File: config.mk
export PLATFORM = sky130hd
export DESIGN_NAME = wbc_combiner
export DESIGN_NICKNAME = d
export VERILOG_FILES = /design/src/rtl/wbc_pkg.sv /design/src/rtl/wbc_andor.sv /design/src/rtl/wbc_evq.sv /design/src/rtl/wbc_trapld.sv /design/src/rtl/wbc_combiner.sv
export SDC_FILE = /design/constraint.sdc
export NUM_CORES = 1
export LEC_CHECK = 0
export ABC_AREA = 0
export BUFFER_PORTS_ARGS = -buffer_cell sky130_fd_sc_hd__buf_2
export CAP_MARGIN = 10
export CORE_MARGIN = 2
export CORE_UTILIZATION = 55
export CTS_CLUSTER_SIZE = 14
export DETAILED_ROUTE_END_ITERATION = 6
export PLACE_DENSITY = 0.8
export SYNTH_ARGS = -nofsm -noshare
export SYNTH_HDL_FRONTEND = slang
export SYNTH_SLANG_ARGS = --single-unit
File: constraint.sdc
create_clock -name clk -period 2.9 [get_ports clk]
set_clock_uncertainty 0.15 [all_clocks]
set_input_delay 0.58 -clock clk [delete_from_list [all_inputs] [get_ports clk]]
set_output_delay 0.58 -clock clk [all_outputs]
set_load 0.005 [all_outputs]
File: src/rtl/wbc_pkg.sv
package wbc_pkg;
  localparam int N_ICMP  = 4;
  localparam int N_IWP   = 4;
  localparam int N_LCMP  = 4;
  localparam int N_LWP   = 2;
  localparam int N_LQUAL = 2;
  localparam int N_TERM  = 2;
  localparam int N_IPIN  = 3;
  localparam int N_BP    = 2;
  localparam int N_IOUT  = N_IWP + 1;
  localparam int N_LIN   = N_LQUAL + N_LCMP;
  localparam int N_LOUT  = N_LWP + 1;

  typedef struct packed {
    logic [N_IWP-1:0] iwp;
    logic             ibp;
    logic [N_LWP-1:0] lwp;
    logic             lbp;
  } wbc_evt_t;
endpackage

File: src/rtl/wbc_andor.sv
module wbc_andor #(
  parameter int NIN   = 4,
  parameter int NOUT  = 5,
  parameter int NTERM = 2
) (
  input  logic [NIN-1:0]            vec_i,
  input  logic [NOUT*NTERM*NIN-1:0] mask_i,
  output logic [NOUT-1:0]           hit_o
);
  for (genvar o = 0; o < NOUT; o++) begin : g_out
    logic [NTERM-1:0] term;
    for (genvar t = 0; t < NTERM; t++) begin : g_term
      logic [NIN-1:0] m;
      assign m       = mask_i[(o*NTERM+t)*NIN +: NIN];
      // an empty product term is disabled rather than always true
      assign term[t] = (|m) && ((vec_i & m) == m);
    end
    assign hit_o[o] = |term;
  end
endmodule

File: src/rtl/wbc_evq.sv
module wbc_evq #(
  parameter int W     = 8,
  parameter int DEPTH = 4
) (
  input  logic         clk,
  input  logic         rst_n,
  input  logic         push,
  input  logic [W-1:0] din,
  input  logic         pop,
  input  logic         clr,
  output logic         full,
  output logic         empty,
  output logic [W-1:0] dout
);
  localparam int PW = (DEPTH > 1) ? $clog2(DEPTH) : 1;
  localparam int CW = $clog2(DEPTH + 1);

  logic [W-1:0]  mem [DEPTH];
  logic [PW-1:0] wr_q, rd_q;
  logic [CW-1:0] cnt_q;
  logic          push_ok, pop_ok;

  assign full    = (cnt_q == CW'(DEPTH));
  assign empty   = (cnt_q == '0);
  assign push_ok = push && !full && !clr;
  assign pop_ok  = pop && !empty && !clr;
  assign dout    = mem[rd_q];

  always_ff @(posedge clk) begin
    if (push_ok) mem[wr_q] <= din;
  end

  always_ff @(posedge clk) begin
    if (!rst_n || clr) begin
      wr_q  <= '0;
      rd_q  <= '0;
      cnt_q <= '0;
    end else begin
      if (push_ok) wr_q <= (wr_q == PW'(DEPTH-1)) ? '0 : wr_q + 1'b1;
      if (pop_ok)  rd_q <= (rd_q == PW'(DEPTH-1)) ? '0 : rd_q + 1'b1;
      cnt_q <= cnt_q + CW'(push_ok) - CW'(pop_ok);
    end
  end
endmodule

File: src/rtl/wbc_trapld.sv
module wbc_trapld #(
  parameter int NBP = 2
) (
  input  logic           clk,
  input  logic           rst_n,
  input  logic           shift_i,
  input  logic           sdi_i,
  input  logic           commit_i,
  output logic [NBP-1:0] en_o
);
  logic [NBP-1:0] sr_q;

  always_ff @(posedge clk) begin
    if (!rst_n) begin
      sr_q <= '0;
      en_o <= '0;
    end else begin
      if (shift_i)  sr_q <= {sr_q[NBP-2:0], sdi_i};
      if (commit_i) en_o <= sr_q;
    end
  end
endmodule

File: src/rtl/wbc_combiner.sv
module wbc_combiner
  import wbc_pkg::*;
#(
  parameter int DEPTH = 4,
  parameter int AW    = 32
) (
  input  logic                            clk,
  input  logic                            rst_n,
  input  logic                            iss_valid,
  output logic                            iss_ready,
  input  logic [N_ICMP-1:0]               ic_match,
  input  logic [N_LCMP-1:0]               ls_match,
  input  logic [AW-1:0]                   ls_addr,
  input  logic                            ret_valid,
  input  logic                            flush,
  input  logic [N_IOUT*N_TERM*N_ICMP-1:0] cfg_imask,
  input  logic [N_LOUT*N_TERM*N_LIN-1:0]  cfg_lmask,
  input  logic                            masked_mode,
  input  logic                            bk_gen,
  input  logic                            dbg_shift,
  input  logic                            dbg_sdi,
  input  logic                            dbg_commit,
  output logic                            evt_valid,
  output logic [N_IWP-1:0]                wp_iwp,
  output logic [N_LWP-1:0]                wp_lwp,
  output logic [N_IPIN+N_LWP-1:0]         wp_pin,
  output logic                            ibp_take,
  output logic                            lbp_take,
  output logic [AW-1:0]                   bar
);
  localparam int EW = $bits(wbc_evt_t);
  localparam int QW = AW + EW;

  logic [N_IOUT-1:0] i_hit;
  logic [N_LIN-1:0]  l_vec;
  logic [N_LOUT-1:0] l_hit;
  wbc_evt_t          evt_in, head;
  logic [AW-1:0]     head_addr;
  logic [QW-1:0]     q_dout;
  logic              q_full, q_empty;
  logic [N_BP-1:0]   trap_en;
  logic              retire_now, gate, ibp_t, lbp_t;
  logic [N_LWP-1:0]  lwp_eff;

  wbc_andor #(.NIN(N_ICMP), .NOUT(N_IOUT), .NTERM(N_TERM)) u_imat (
    .vec_i(ic_match), .mask_i(cfg_imask), .hit_o(i_hit)
  );

  assign l_vec = {ls_match, i_hit[N_LQUAL-1:0]};

  wbc_andor #(.NIN(N_LIN), .NOUT(N_LOUT), .NTERM(N_TERM)) u_lmat (
    .vec_i(l_vec), .mask_i(cfg_lmask), .hit_o(l_hit)
  );

  always_comb begin
    evt_in.iwp = i_hit[N_IWP-1:0];
    evt_in.ibp = i_hit[N_IWP];
    evt_in.lwp = l_hit[N_LWP-1:0];
    evt_in.lbp = l_hit[N_LWP];
  end

  wbc_evq #(.W(QW), .DEPTH(DEPTH)) u_q (
    .clk(clk), .rst_n(rst_n),
    .push(iss_valid), .din({ls_addr, evt_in}),
    .pop(ret_valid), .clr(flush),
    .full(q_full), .empty(q_empty), .dout(q_dout)
  );

  assign iss_ready = !q_full;
  assign head      = wbc_evt_t'(q_dout[EW-1:0]);
  assign head_addr = q_dout[QW-1:EW];

  wbc_trapld #(.NBP(N_BP)) u_trap (
    .clk(clk), .rst_n(rst_n),
    .shift_i(dbg_shift), .sdi_i(dbg_sdi), .commit_i(dbg_commit),
    .en_o(trap_en)
  );

  // trap_en[1] load/store breakpoint, trap_en[0] instruction breakpoint
  assign retire_now = ret_valid && !q_empty && !flush;
  assign gate       = !masked_mode || bk_gen;
  assign ibp_t      = head.ibp && trap_en[0] && gate;
  assign lbp_t      = head.lbp && trap_en[1] && gate && !ibp_t;
  assign lwp_eff    = ibp_t ? '0 : head.lwp;

  always_ff @(posedge clk) begin
    if (!rst_n) begin
      evt_valid <= 1'b0;
      wp_iwp    <= '0;
      wp_lwp    <= '0;
      wp_pin    <= '0;
      ibp_take  <= 1'b0;
      lbp_take  <= 1'b0;
      bar       <= '0;
    end else begin
      evt_valid <= retire_now;
      wp_iwp    <= retire_now ? head.iwp : '0;
      wp_lwp    <= retire_now ? lwp_eff : '0;
      wp_pin    <= retire_now ? {lwp_eff, head.iwp[N_IPIN-1:0]} : '0;
      ibp_take  <= retire_now && ibp_t;
      lbp_take  <= retire_now && lbp_t;
      if (retire_now && lbp_t) bar <= head_addr;
    end
  end
endmodule

==> results.md, run 1 <==
* Status: finished, final reports clean
* Crit path launch type: flop
* Crit path kind: reg2reg
* Met3 global-route usage at between 4 and 5%
* Clock Pin Slew Worst Setup and Hold Paths at roughly 0.060 ns
* Number of clock sinks at 214
* Post-CTS Setup Bufs at 0
* Met2 Track Usage GR at 40.9%
* Via Count at 5460
* Max-cap viol count at 0
* Register area at 5890 um2
* Cell variety after synth at 42
* Max Fclk at 0.424 GHz
* Synth top area cells: edfxtp_1, dfxtp_1, mux4_2
* I/O Buffers at 172
* CP endpoint kind: flop
* Worst path bufs/invs at 1
* Max-slew headroom at 48.1%
* Worst Path Required at approximately 3.1 ns
* Aggregate global-route resource usage at 23.4%
* Initial antenna violation count at 3
* Row count at 45
* First-pass GRT wire length at 29.8 mm
* Post-synth EDFFs at 160
* Initial core utilization at a little under three fifths
* DIE HEIGHT at 130 um
* Gpl congestion at 0.913
* Primary FF master, synth: edfxtp_1
* Yosys warning count at 0
* Worst-Skew Late Latency at 0.50 ns
* Area of the multi-input gates at 2570 um2
* Worst Path Arrival at 2.57 ns
* # DRC at 0
* Asr flop ratio synth at 0%
* CTS root buf: clkbuf_16
* Detailed placer's ending HPWL at 12.8 mm
* Die Span X at 130 um
* Pleak at 3.87 nW
* Crit share post-route at 81.3%
* Syn_nets at about 690
* Post-route ant nets at 0
* CP cell instances: nor3_1 -> nor3b_4 -> ha_1 -> inv_1 -> ha_1 -> fa_1 -> xnor2_1 -> xnor2_1 -> nor2_1
* Core Area at 15300 um2
* CTS tree: built
* Clk buf depth at 3
* Num CTS Buffers at 21
* Grt peak-use layer: met2
* Nets@finish at 867
* Final worst path period need at 2.36 ns
* Slew @ Worst Pin at 0.779 ns
* Layout cells sized above 1 at 40.8%
* Final hold vios at 0
* Quantity of gates resized following cts at 0
* Slew Limit Fails at 0
* Critical Path Source: u_q.cnt_q[1]
* Register area share after synthesis at between 60% and 70%
* Pwr/cell area at 605 nW/um2
* Fillers at between 1k and 1.5k
* CP max FO at 3
* Syn_area_per_cell at 15.8 um2
* Crit-path slowest cell: fa_1
* H-tree depth at 1
* Initial detailed-routing violation count at 343
* Syn Std Cell Area at 8690 um2
* Yosys top cell area share at 55.3%
* Gr ovfl total at 0
* Final WL at 19.3 mm
* RSZ-0062 raised after global routing: false
* Number of global-route vias before repair at 5765
* Syn Inst Count at about 550
* HP Class: in2reg
* Final setup violation count at 0
* Area of the die at 16800 um2
* Post-Route Setup TNS at 0 ns
* Slowest cell delay on critical path at 0.41 ns
* FF-to-FF Start: u_q.cnt_q[1]
* Via/cell ratio at between 5 and 6
* Hold Startpoint: ls_addr[15]
* Min Hold Slack at between 0.1 and 0.15 ns
* I/O Pins at 173
* Area Growth Syn to Fin at 20.6%
* Max IR drop VDD at 479 uV
* Cts hold-fix bufs at 0
* CP delay by family, top: adder cells
* Wire per inst at around 20 um
* M1 GR Usage at ~29%
* Register bit total from synthesis at 214
* Area leader, netlist: edfxtp_1
* Drt first pass iters at 4
* Pin count of the biggest net entering global routing at between 40 and 50
==> logic make-up (layout without fill, tap and decap cells) <==
| family | count (synthesis) | in the layout | share of synthesized area, % |
|---|---|---|---|
| compound gates | 77 | 77 | 7.43 |
| xor+xnor | 2 | 2 | 0.202 |
| fa+ha+maj | 8 | 8 | 1.24 |
| buf+inv | 44 | 240 | 2.78 |
| flops | 214 | 214 | 67.7 |
| mux | 46 | 46 | 11.1 |
| other cells | 0 | 3 | 0 |
| simple gates | 161 | 161 | 9.61 |
==> cell usage in the layout, fill, tap and decap left out, drive strengths merged <==
| cell type | n |
|---|---|
| a2111o | 2 |
| a211o | 3 |
| a21bo | 1 |
| a21boi | 33 |
| a21oi | 6 |
| a221oi | 3 |
| a22o | 6 |
| a22oi | 11 |
| and2 | 6 |
| and3 | 14 |
| buf | 183 |
| bufinv | 1 |
| clkbuf | 30 |
| clkinv | 5 |
| clkinvlp | 1 |
| dfxtp | 54 |
| diode | 3 |
| edfxtp | 160 |
| fa | 1 |
| ha | 7 |
| inv | 20 |
| mux2i | 6 |
| mux4 | 40 |
| nand2 | 76 |
| nand2b | 3 |
| nand3 | 13 |
| nor2 | 14 |
| nor2b | 10 |
| nor3 | 8 |
| nor3b | 1 |
| nor4 | 6 |
| o21ai | 5 |
| o22ai | 4 |
| o31ai | 3 |
| or4 | 10 |
| xnor2 | 2 |
==> sequential cells by signal (all words and copies together) (netlist names), 3 cells and up, named ones only <==
name and count:
bar 32, u_q.cnt_q 3, u_q.mem 160, wp_iwp 4
==> layout make-up <==
class	instances	share of cell area, %
Multi-Input combinational cell	294	24.5
Timing Repair Buffer	183	9.59
Clock inverter	8	0.704
Tap cell	211	2.52
Sequential cell	214	56.2
Antenna cell	3	0.0716
Clock buffer	30	5.72
Inverter	19	0.680
==> power by group <==
| group | total [mW] | switching [mW] | internal, mW |
|---|---|---|---|
| Clock | 2.61 | 1.08 | 1.54 |
| Combinational | 0.362 | 0.193 | 0.169 |
| Sequential | 3.37 | 0.0149 | 3.35 |
| Total | 6.34 | 1.29 | 5.06 |
==> per-stage QoR <==
| stage | setup WS, ns | cell area, um2 | util, % | cells | power [mW] |
|---|---|---|---|---|---|
| 2_1_floorplan | 0.503 | 8690 | - | 552 | 3.61 |
| 5_1_grt | 0.453 | 10500 | 68.4 | 960 | 6.56 |
| 4_1_cts | 0.551 | 10500 | 68.4 | 959 | 6.40 |
| 3_3_place_gp | 0.552 | 9810 | 64.0 | 921 | 3.77 |
| 3_5_place_dp | 0.476 | 9810 | 64.0 | 921 | 3.79 |
| 6_report | 0.543 | 10500 | 68.5 | 962 | 6.34 |
==> synth_stat cells (2+ instances only) <==
cell      count
nand2_1      56
nand2_2      20
buf_2         7
dfxtp_1      54
mux4_2       40
o31ai_1       3
nand2b_1      3
or4_1        10
and2_1        6
a21boi_2     20
a22o_1        6
nor3_1        8
nor2b_1      10
a21boi_1     10
inv_2         2
a2111o_1      2
a221oi_1      3
o21ai_0       5
a22oi_1      11
a21boi_0      3
a211o_1       3
o22ai_1       4
buf_4         6
nor4_1        6
ha_1          7
xnor2_1       2
nand3_1      12
nor2_1       14
mux2i_1       6
and3_1       14
edfxtp_1    160
a21oi_1       6
buf_8         2
clkbuf_1      6
inv_1        16
buf_6         3
==> routing by layer <==
metal | vias to the layer above | share of wire (%) | routed length (um)
li1 | 2490 | - | -
met1 | 2693 | 39 | 7480
met2 | 234 | 51 | 9840
met3 | 41 | 6.8 | 1300
met4 | 2 | 3.2 | 621
met5 | - | 0.068 | 13
==> worst paths after layout <==
path	depth (start not counted)	slack, ns	to
min	1	0.14	u_q.mem[2][23]
min reg2reg	2	0.31	bar[25]
max	9	0.54	u_q.cnt_q[2]
max reg2reg	9	0.54	u_q.cnt_q[2]
==> worst register-to-register path: cells and delay by family, from the launching register on <==
family,cells,cell delay [ns]
and+or+nand+nor,3,0.50
buffers and inverters,1,0.04
xor gates and xnor gates,2,0.32
DFF,1,0.34
adders and majority gates,3,0.88
(Power assumes the default switching activity.)
==> run 2, diff against run 1 <==
- CORE_UTILIZATION: 55 -> 50
- PLACE_DENSITY: 0.8 -> 0.76
- clock period: 2.9 -> 2.1 ns (I/O delays scaled with it)
==> run 2 against run 1 <==
Compared with the run above: clock power grew 31%; utilization down 4.2 points; count of clock-buffer cells in the layout is 1 lower; sequential power rose by 38%; critical path type unchanged; largest cell class unchanged; highest routed layer is now met4.
==> results.md, run 2 (same netlist as run 1, synthesis figures left out) <==
* Row count at 48 (+6.7%)
* Met3 global-route usage at 4.59% (-0.13 points)
* Crit-path slowest cell: fa_2
* Cell count of the worst reg-to-reg path at 9 (unchanged)
* Initial detailed-routing violation count at 241 (-30%)
* FF-to-FF setup slack at 0.02 ns (-0.52 ns)
* Worst-Skew Late Latency at 0.50 ns (about the same)
* M1 GR Usage at 25.3% (-3.4 points)
* Gr ovfl total at 0 (unchanged)
* RSZ-0062 raised after global routing: true
* Max IR drop VDD at 535 uV (+12%)
* Pleak at 4.12 nW (+6.4%)
* Place WS at -0.162 ns (-0.638 ns)
* Pwr/cell area at 785 nW/um2 (+30%)
* Most frequent cells in the layout: buf_2, edfxtp_1, nand2_1, dfxtp_1, mux4_2
* Finished Cell Area at 11000 um2 (+5.2%)
* Max FFs per register at 160 (unchanged)
* I/O Buffers at 172 (unchanged)
* CP max FO at 2 (-1)
* Max-slew headroom at 56.4% (+8.3 points)
* Area of the die at 18500 um2 (+9.7%)
* Final worst path period need at 2.08 ns (-0.281 ns)
* Hold path depth at 1 (unchanged)
* Number of global-route vias before repair at 5909 (+2.5%)
* Crit path kind: reg2reg
* Slowest cell delay on critical path at 0.36 ns (-0.05 ns)
* Slew @ Worst Pin at 0.648 ns (-0.131 ns)
* CTS root buf: clkbuf_16
* Nets@finish at 918 (+5.9%)
* Pin count of the biggest net entering global routing at 44 (unchanged)
* Status: finished, final reports clean
* Number of clock sinks at 214 (unchanged)
* Initial core utilization at 50.6% (-6.2 points)
* Placed Area at 10100 um2 (+2.6%)
* Met2 Track Usage GR at 40.0% (-0.95 points)
* Area Growth Syn to Fin at 26.9%
* Wire per inst at 19.3 um (-3.6%)
* First-pass GRT wire length at 30.6 mm (+2.7%)
* CP delay by family, top: adder cells
* Layout cells sized above 1 at 41.7% (+0.90 points)
* Min Hold Slack at 0.0103 ns (-0.133 ns)
* Gpl congestion at 0.880 (-3.6%)
* Final hold vios at 0 (unchanged)
* HP Class: in2reg
* Dpl cells at 956 (+3.8%)
* DIE HEIGHT at 136 um (+4.7%)
* Post-route ant nets at 0 (unchanged)
* Initial antenna violation count at 1 (-2)
* Final Non-Filler Cells at 1026 (+6.7%)
* Biggest register: u_q.mem
* # DRC at 0 (unchanged)
* H-tree depth at 1 (unchanged)
* Crit share post-route at 98.8% (+18 points)
* Worst path bufs/invs at 1 (unchanged)
* Detailed placer's ending HPWL at 13.3 mm (+3.6%)
* Aggregate global-route resource usage at 21.8% (-1.6 points)
* Clk buf depth at 3 (unchanged)
* Setup ws final at 0.0242 ns (-0.519 ns)
* Via Count at 5656 (+3.6%)
* Slew Limit Fails at 0 (unchanged)
* Drt first pass iters at 5 (+1)
* CP endpoint kind: flop
* I/O Pins at 173 (unchanged)
* Top Registers: u_q.mem (160), bar (32), wp_iwp (4)
* Max-cap viol count at 0 (unchanged)
* Commonest non-fill, non-tap cell in the layout: buf_2
* Final setup violation count at 0 (unchanged)
* Post-CTS Setup Bufs at 0 (unchanged)
* Core Area at 17200 um2 (+12%)
* Worst Path Required at 2.32 ns (-0.80 ns)
* Grt peak-use layer: met2
* CTS tree: built
* CP cell instances: nor3_4 -> nor3b_4 -> ha_4 -> inv_2 -> ha_2 -> fa_2 -> xnor2_2 -> xnor2_1 -> nor2_1
* Clock Pin Slew Worst Setup and Hold Paths at 0.06 ns (about the same)
* Number of cells on the critical path at 9 (unchanged)
* Max Fclk at 0.482 GHz (+14%)
* Num CTS Buffers at 21 (unchanged)
* Crit path launch type: flop
* Final WL at 19.8 mm (+2.8%)
* Die Span X at 136 um (+4.7%)
* Via/cell ratio at 5.51 (-2.9%)
* Worst Path Arrival at 2.30 ns (-0.27 ns)
run 2: changes by cell type in the layout (fill, tap and decap cells not counted), moves of 2 or more:
cell           change
clkinv_2           +3
inv_1              -2
buf_4             +14
inv_2              +2
dlygate4sd3_1     +30
ha_1               -2
buf_12             +6
run 2: layout make-up:
cell class / count / area [um2]
antenna: 2 / 5.00
clock buffer: 29 / 586
clock inverter: 9 / 43.8
fill: 1241 / 6140
inverter: 19 / 71.3
multi-input combinational: 294 / 2610
sequential: 214 / 5890
tap: 225 / 282
timing repair buffer: 234 / 1540
run 2: per-layer routing:
layer,wire length [um],up-vias,part of all wire (%)
met5,0,-,0
met4,494,0,2.5
met3,1590,38,8.0
met2,10300,263,52
met1,7430,2760,38
li1,-,2595,-
run 2: stage by stage:
step           power (mW)  util [%]  setup TNS, ns
6_report             8.66      64.2              0
5_1_grt              8.94      64.2        -0.0419
4_1_cts              8.71      64.1              0
3_5_place_dp         5.27      58.6          -1.45
3_3_place_gp         5.24      58.6          -1.21
2_1_floorplan        4.99         -              0
run 2: where the power goes:
group          switching (mW)  internal (mW)
Sequential             0.0202           4.63
Combinational           0.286          0.303
Clock                    1.47           1.95
run 2: path summary, 6_finish.rpt:
kind / from / endpoint
hold / removal: ls_addr[26] / u_q.mem[3][34]
setup / recovery: u_q.cnt_q[2] / u_q.cnt_q[2]
setup reg to reg: u_q.cnt_q[2] / u_q.cnt_q[2]
hold reg to reg: bar[18] / bar[18]
run 2: what timing repair did:
item                       in CTS  in global routing
resized for setup               4                  4
hold endpoints to repair      119                  0
hold buffers                   30                  0
setup endpoints to repair       2                  1
pin swaps                       3                  0
==> run 3, diff against run 2 <==
- SYNTH_HIERARCHICAL: unset -> 1
==> run 3 against run 2 <==
Compared with the run above: the flow now finishes with violations (negative setup slack); critical path depth increased by 1; hold slack gained 0.0023 ns; final area up 1.7%; power grew 3.2%; combinational power grew 1%; worst setup slack worse by 0.20 ns.
==> results.md, run 3 <==
* Most frequent cells in the layout: buf_2, edfxtp_1, nand2_1, dfxtp_1, mux2i_1
* Syn Std Cell Area at 8830 um2 (+1.6%)
* Row count at 48 (unchanged)
* Slew @ Worst Pin at 0.713 ns (+0.0650 ns)
* CTS tree: built
* CP endpoint kind: flop
* Detailed placer's ending HPWL at 12.6 mm (-4.8%)
* Met1 Routed Length at 7.49 mm (+0.83%)
* RSZ-0062 raised after global routing: true
* Area leader, netlist: edfxtp_1
* Yosys top cell area share at 54.4% (-0.85 points)
* Via/cell ratio at 5.49 (-0.37%)
* Layout cells sized above 1 at 38.5% (-3.1 points)
* Area of the die at 18700 um2 (+1.5%)
* Gr ovfl total at 0 (unchanged)
* Post-synth EDFFs at 160 (unchanged)
* Status: finished, violations left
* Total power draw at 8.93 mW (+3.2%)
* Initial core utilization at 51.1% (+0.44 points)
* Clock Pin Slew Worst Setup and Hold Paths at 0.06 ns (about the same)
* I/O Pins at 173 (unchanged)
* Failing checks: negative setup slack
* Worst Path Required at 2.32 ns (about the same)
* Die Span X at 137 um (+0.76%)
* HP Class: in2reg
* Primary FF master, synth: edfxtp_1
* Top Registers: u_q/mem (160), bar (32), wp_iwp (4)
* Final setup violation count at 7 (+7)
* Post-route ant nets at 0 (unchanged)
* Top sig layer: met4
* Num CTS Buffers at 21 (unchanged)
* Syn_area_per_cell at 16.2 um2 (+2.9%)
* Gpl congestion at 0.891 (+1.3%)
* Number of clock sinks at 214 (unchanged)
* Final hold vios at 0 (unchanged)
* Max Fclk at 0.440 GHz (-8.8%)
* Post-synth top cells: edfxtp_1, nand2_1, dfxtp_1
* Cell variety after synth at 43 (+2.4%)
* Syn_nets at 679 (-1.0%)
* CP max FO at 3 (+1)
* I/O Buffers at 172 (unchanged)
* Number of global-route vias before repair at 5706 (-3.4%)
* Drt first pass iters at 5 (unchanged)
* Syn Inst Count at 545 (-1.3%)
* H-tree depth at 1 (unchanged)
* Register area share after synthesis at 66.6% (-1.0 points)
* Pwr/cell area at 796 nW/um2 (+1.4%)
* Met3 WL at 1.38 mm (-13%)
* Commonest non-fill, non-tap cell in the layout: buf_2
* DIE HEIGHT at 137 um (+0.76%)
* Final worst path period need at 2.27 ns (+0.199 ns)
* Biggest register: u_q/mem
* Worst-Skew Late Latency at 0.49 ns (about the same)
* Initial detailed-routing violation count at 350 (+45%)
* Worst Path Arrival at 2.49 ns (+0.19 ns)
* Nets@finish at 913 (-0.54%)
* # DRC at 0 (unchanged)
* Synth top area cells: edfxtp_1, dfxtp_1, mux4_2
* Register bit total from synthesis at 214 (unchanged)
* Crit path launch type: flop
* Initial antenna violation count at 1 (unchanged)
* Clk buf depth at 3 (unchanged)
* Asr flop ratio synth at 0% (unchanged)
* CTS root buf: clkbuf_16
* Post-Route Setup TNS at -0.457 ns (-0.457 ns)
* Pin count of the biggest net entering global routing at 65 (+48%)
* Crit path kind: reg2reg
* Max-cap viol count at 0 (unchanged)
* Via Count at 5602 (-0.95%)
* Slew Limit Fails at 0 (unchanged)
* Area Growth Syn to Fin at 27.0%
* Met2 wire len at 10.6 mm (+3.0%)
* Crit share post-route at 108% (+9.5 points)
* Min Hold Slack at 0.0126 ns (+0.00233 ns)
* Yosys warning count at 6 (+6)
* Pleak at 4.21 nW (+2.2%)
* Most frequent cell after synthesis: edfxtp_1
* First-pass GRT wire length at 29.9 mm (-2.5%)
* Setup ws final at -0.175 ns (-0.199 ns)
* Max-slew headroom at 52.4% (-4.1 points)
* Max IR drop VDD at 708 uV (+32%)
* Aggregate global-route resource usage at 21.0% (-0.81 points)
* Final WL at 19.8 mm (+0.19%)
* Max FFs per register at 160 (unchanged)
* Wire per inst at 19.4 um (+0.78%)
* Core Area at 17300 um2 (+0.70%)
## run 3: final cells by class
| type | count | area, um2 |
|---|---|---|
| inverters | 23 | 86.3 |
| multi-input cells | 282 | 2710 |
| repair buffers | 237 | 1560 |
| diodes | 1 | 2.50 |
| clock inverters | 9 | 98.8 |
| clock buffers | 29 | 596 |
| well taps | 225 | 282 |
| fillers | 1245 | 6080 |
| flip-flops and latches | 214 | 5890 |
## run 3: path summary, 6_finish.rpt
kind / start / to / slack, ns / cells after the start
min reg2reg: bar[10] / bar[10] / 0.30 / 2
max reg2reg: u_q/cnt_q[0] / u_q/cnt_q[2] / -0.17 / 10
max: u_q/cnt_q[0] / u_q/cnt_q[2] / -0.17 / 10
min: ls_addr[22] / u_q/mem[2][30] / 0.01 / 1
## run 3: per-stage QoR
step           worst slack (ns)  std cells  area, um2  utilization, %
5_1_grt                  -0.228       1020      11200            64.9
3_5_place_dp             -0.297        945      10100            58.2
3_3_place_gp             -0.210        945      10100            58.2
6_report                 -0.175       1020      11200            64.9
4_1_cts                  -0.118       1014      11100            64.4
2_1_floorplan            -0.144        545       8850               -
## run 3: repair_timing
item,4_1_cts,5_1_grt
setup endpoints to repair,34,32
endpoints found under the hold margin,102,0
cloned,2,1
gates resized for setup,12,4
hold buffers,27,0
pin swaps,1,1
buffers inserted,2,4
## run 3: where the power goes
group	total [mW]	switching (mW)	internal (mW)
combinational	0.594	0.301	0.293
sequential	4.64	0.0181	4.62
clock	3.70	1.47	2.23
total	8.93	1.79	7.14
## run 3: kinds of logic (layout without fill, tap and decap cells)
logic type,Yosys count,in the layout,share of synthesized area [%]
AO/OA/AOI/OAI,47,47,4.79
XOR/XNOR,2,2,0.198
adder cells (fa/ha/maj),8,8,1.22
buffers and inverters,49,298,3.46
flip-flops,214,214,66.6
multiplexers,78,78,15.2
other,0,1,0
AND/OR/NAND/NOR,147,147,8.50
## run 3: worst max-delay path, stage by stage, from the launching register on
cell and delay, ns:
dfxtp_2 0.34, or3b_4 0.40, and2_4 0.16, inv_2 0.06, ha_4 0.12, inv_2 0.04, ha_4 0.14, fa_2 0.35
xnor2_2 0.15, xnor2_1 0.17, nor2b_1 0.07
## run 3: per-layer routing
metal | vias to the layer above | track usage, %
met3 | 27 | 4.11
met5 | - | 0
met1 | 2747 | 24.5
met4 | 0 | 5.96
li1 | 2580 | -
met2 | 248 | 39.1
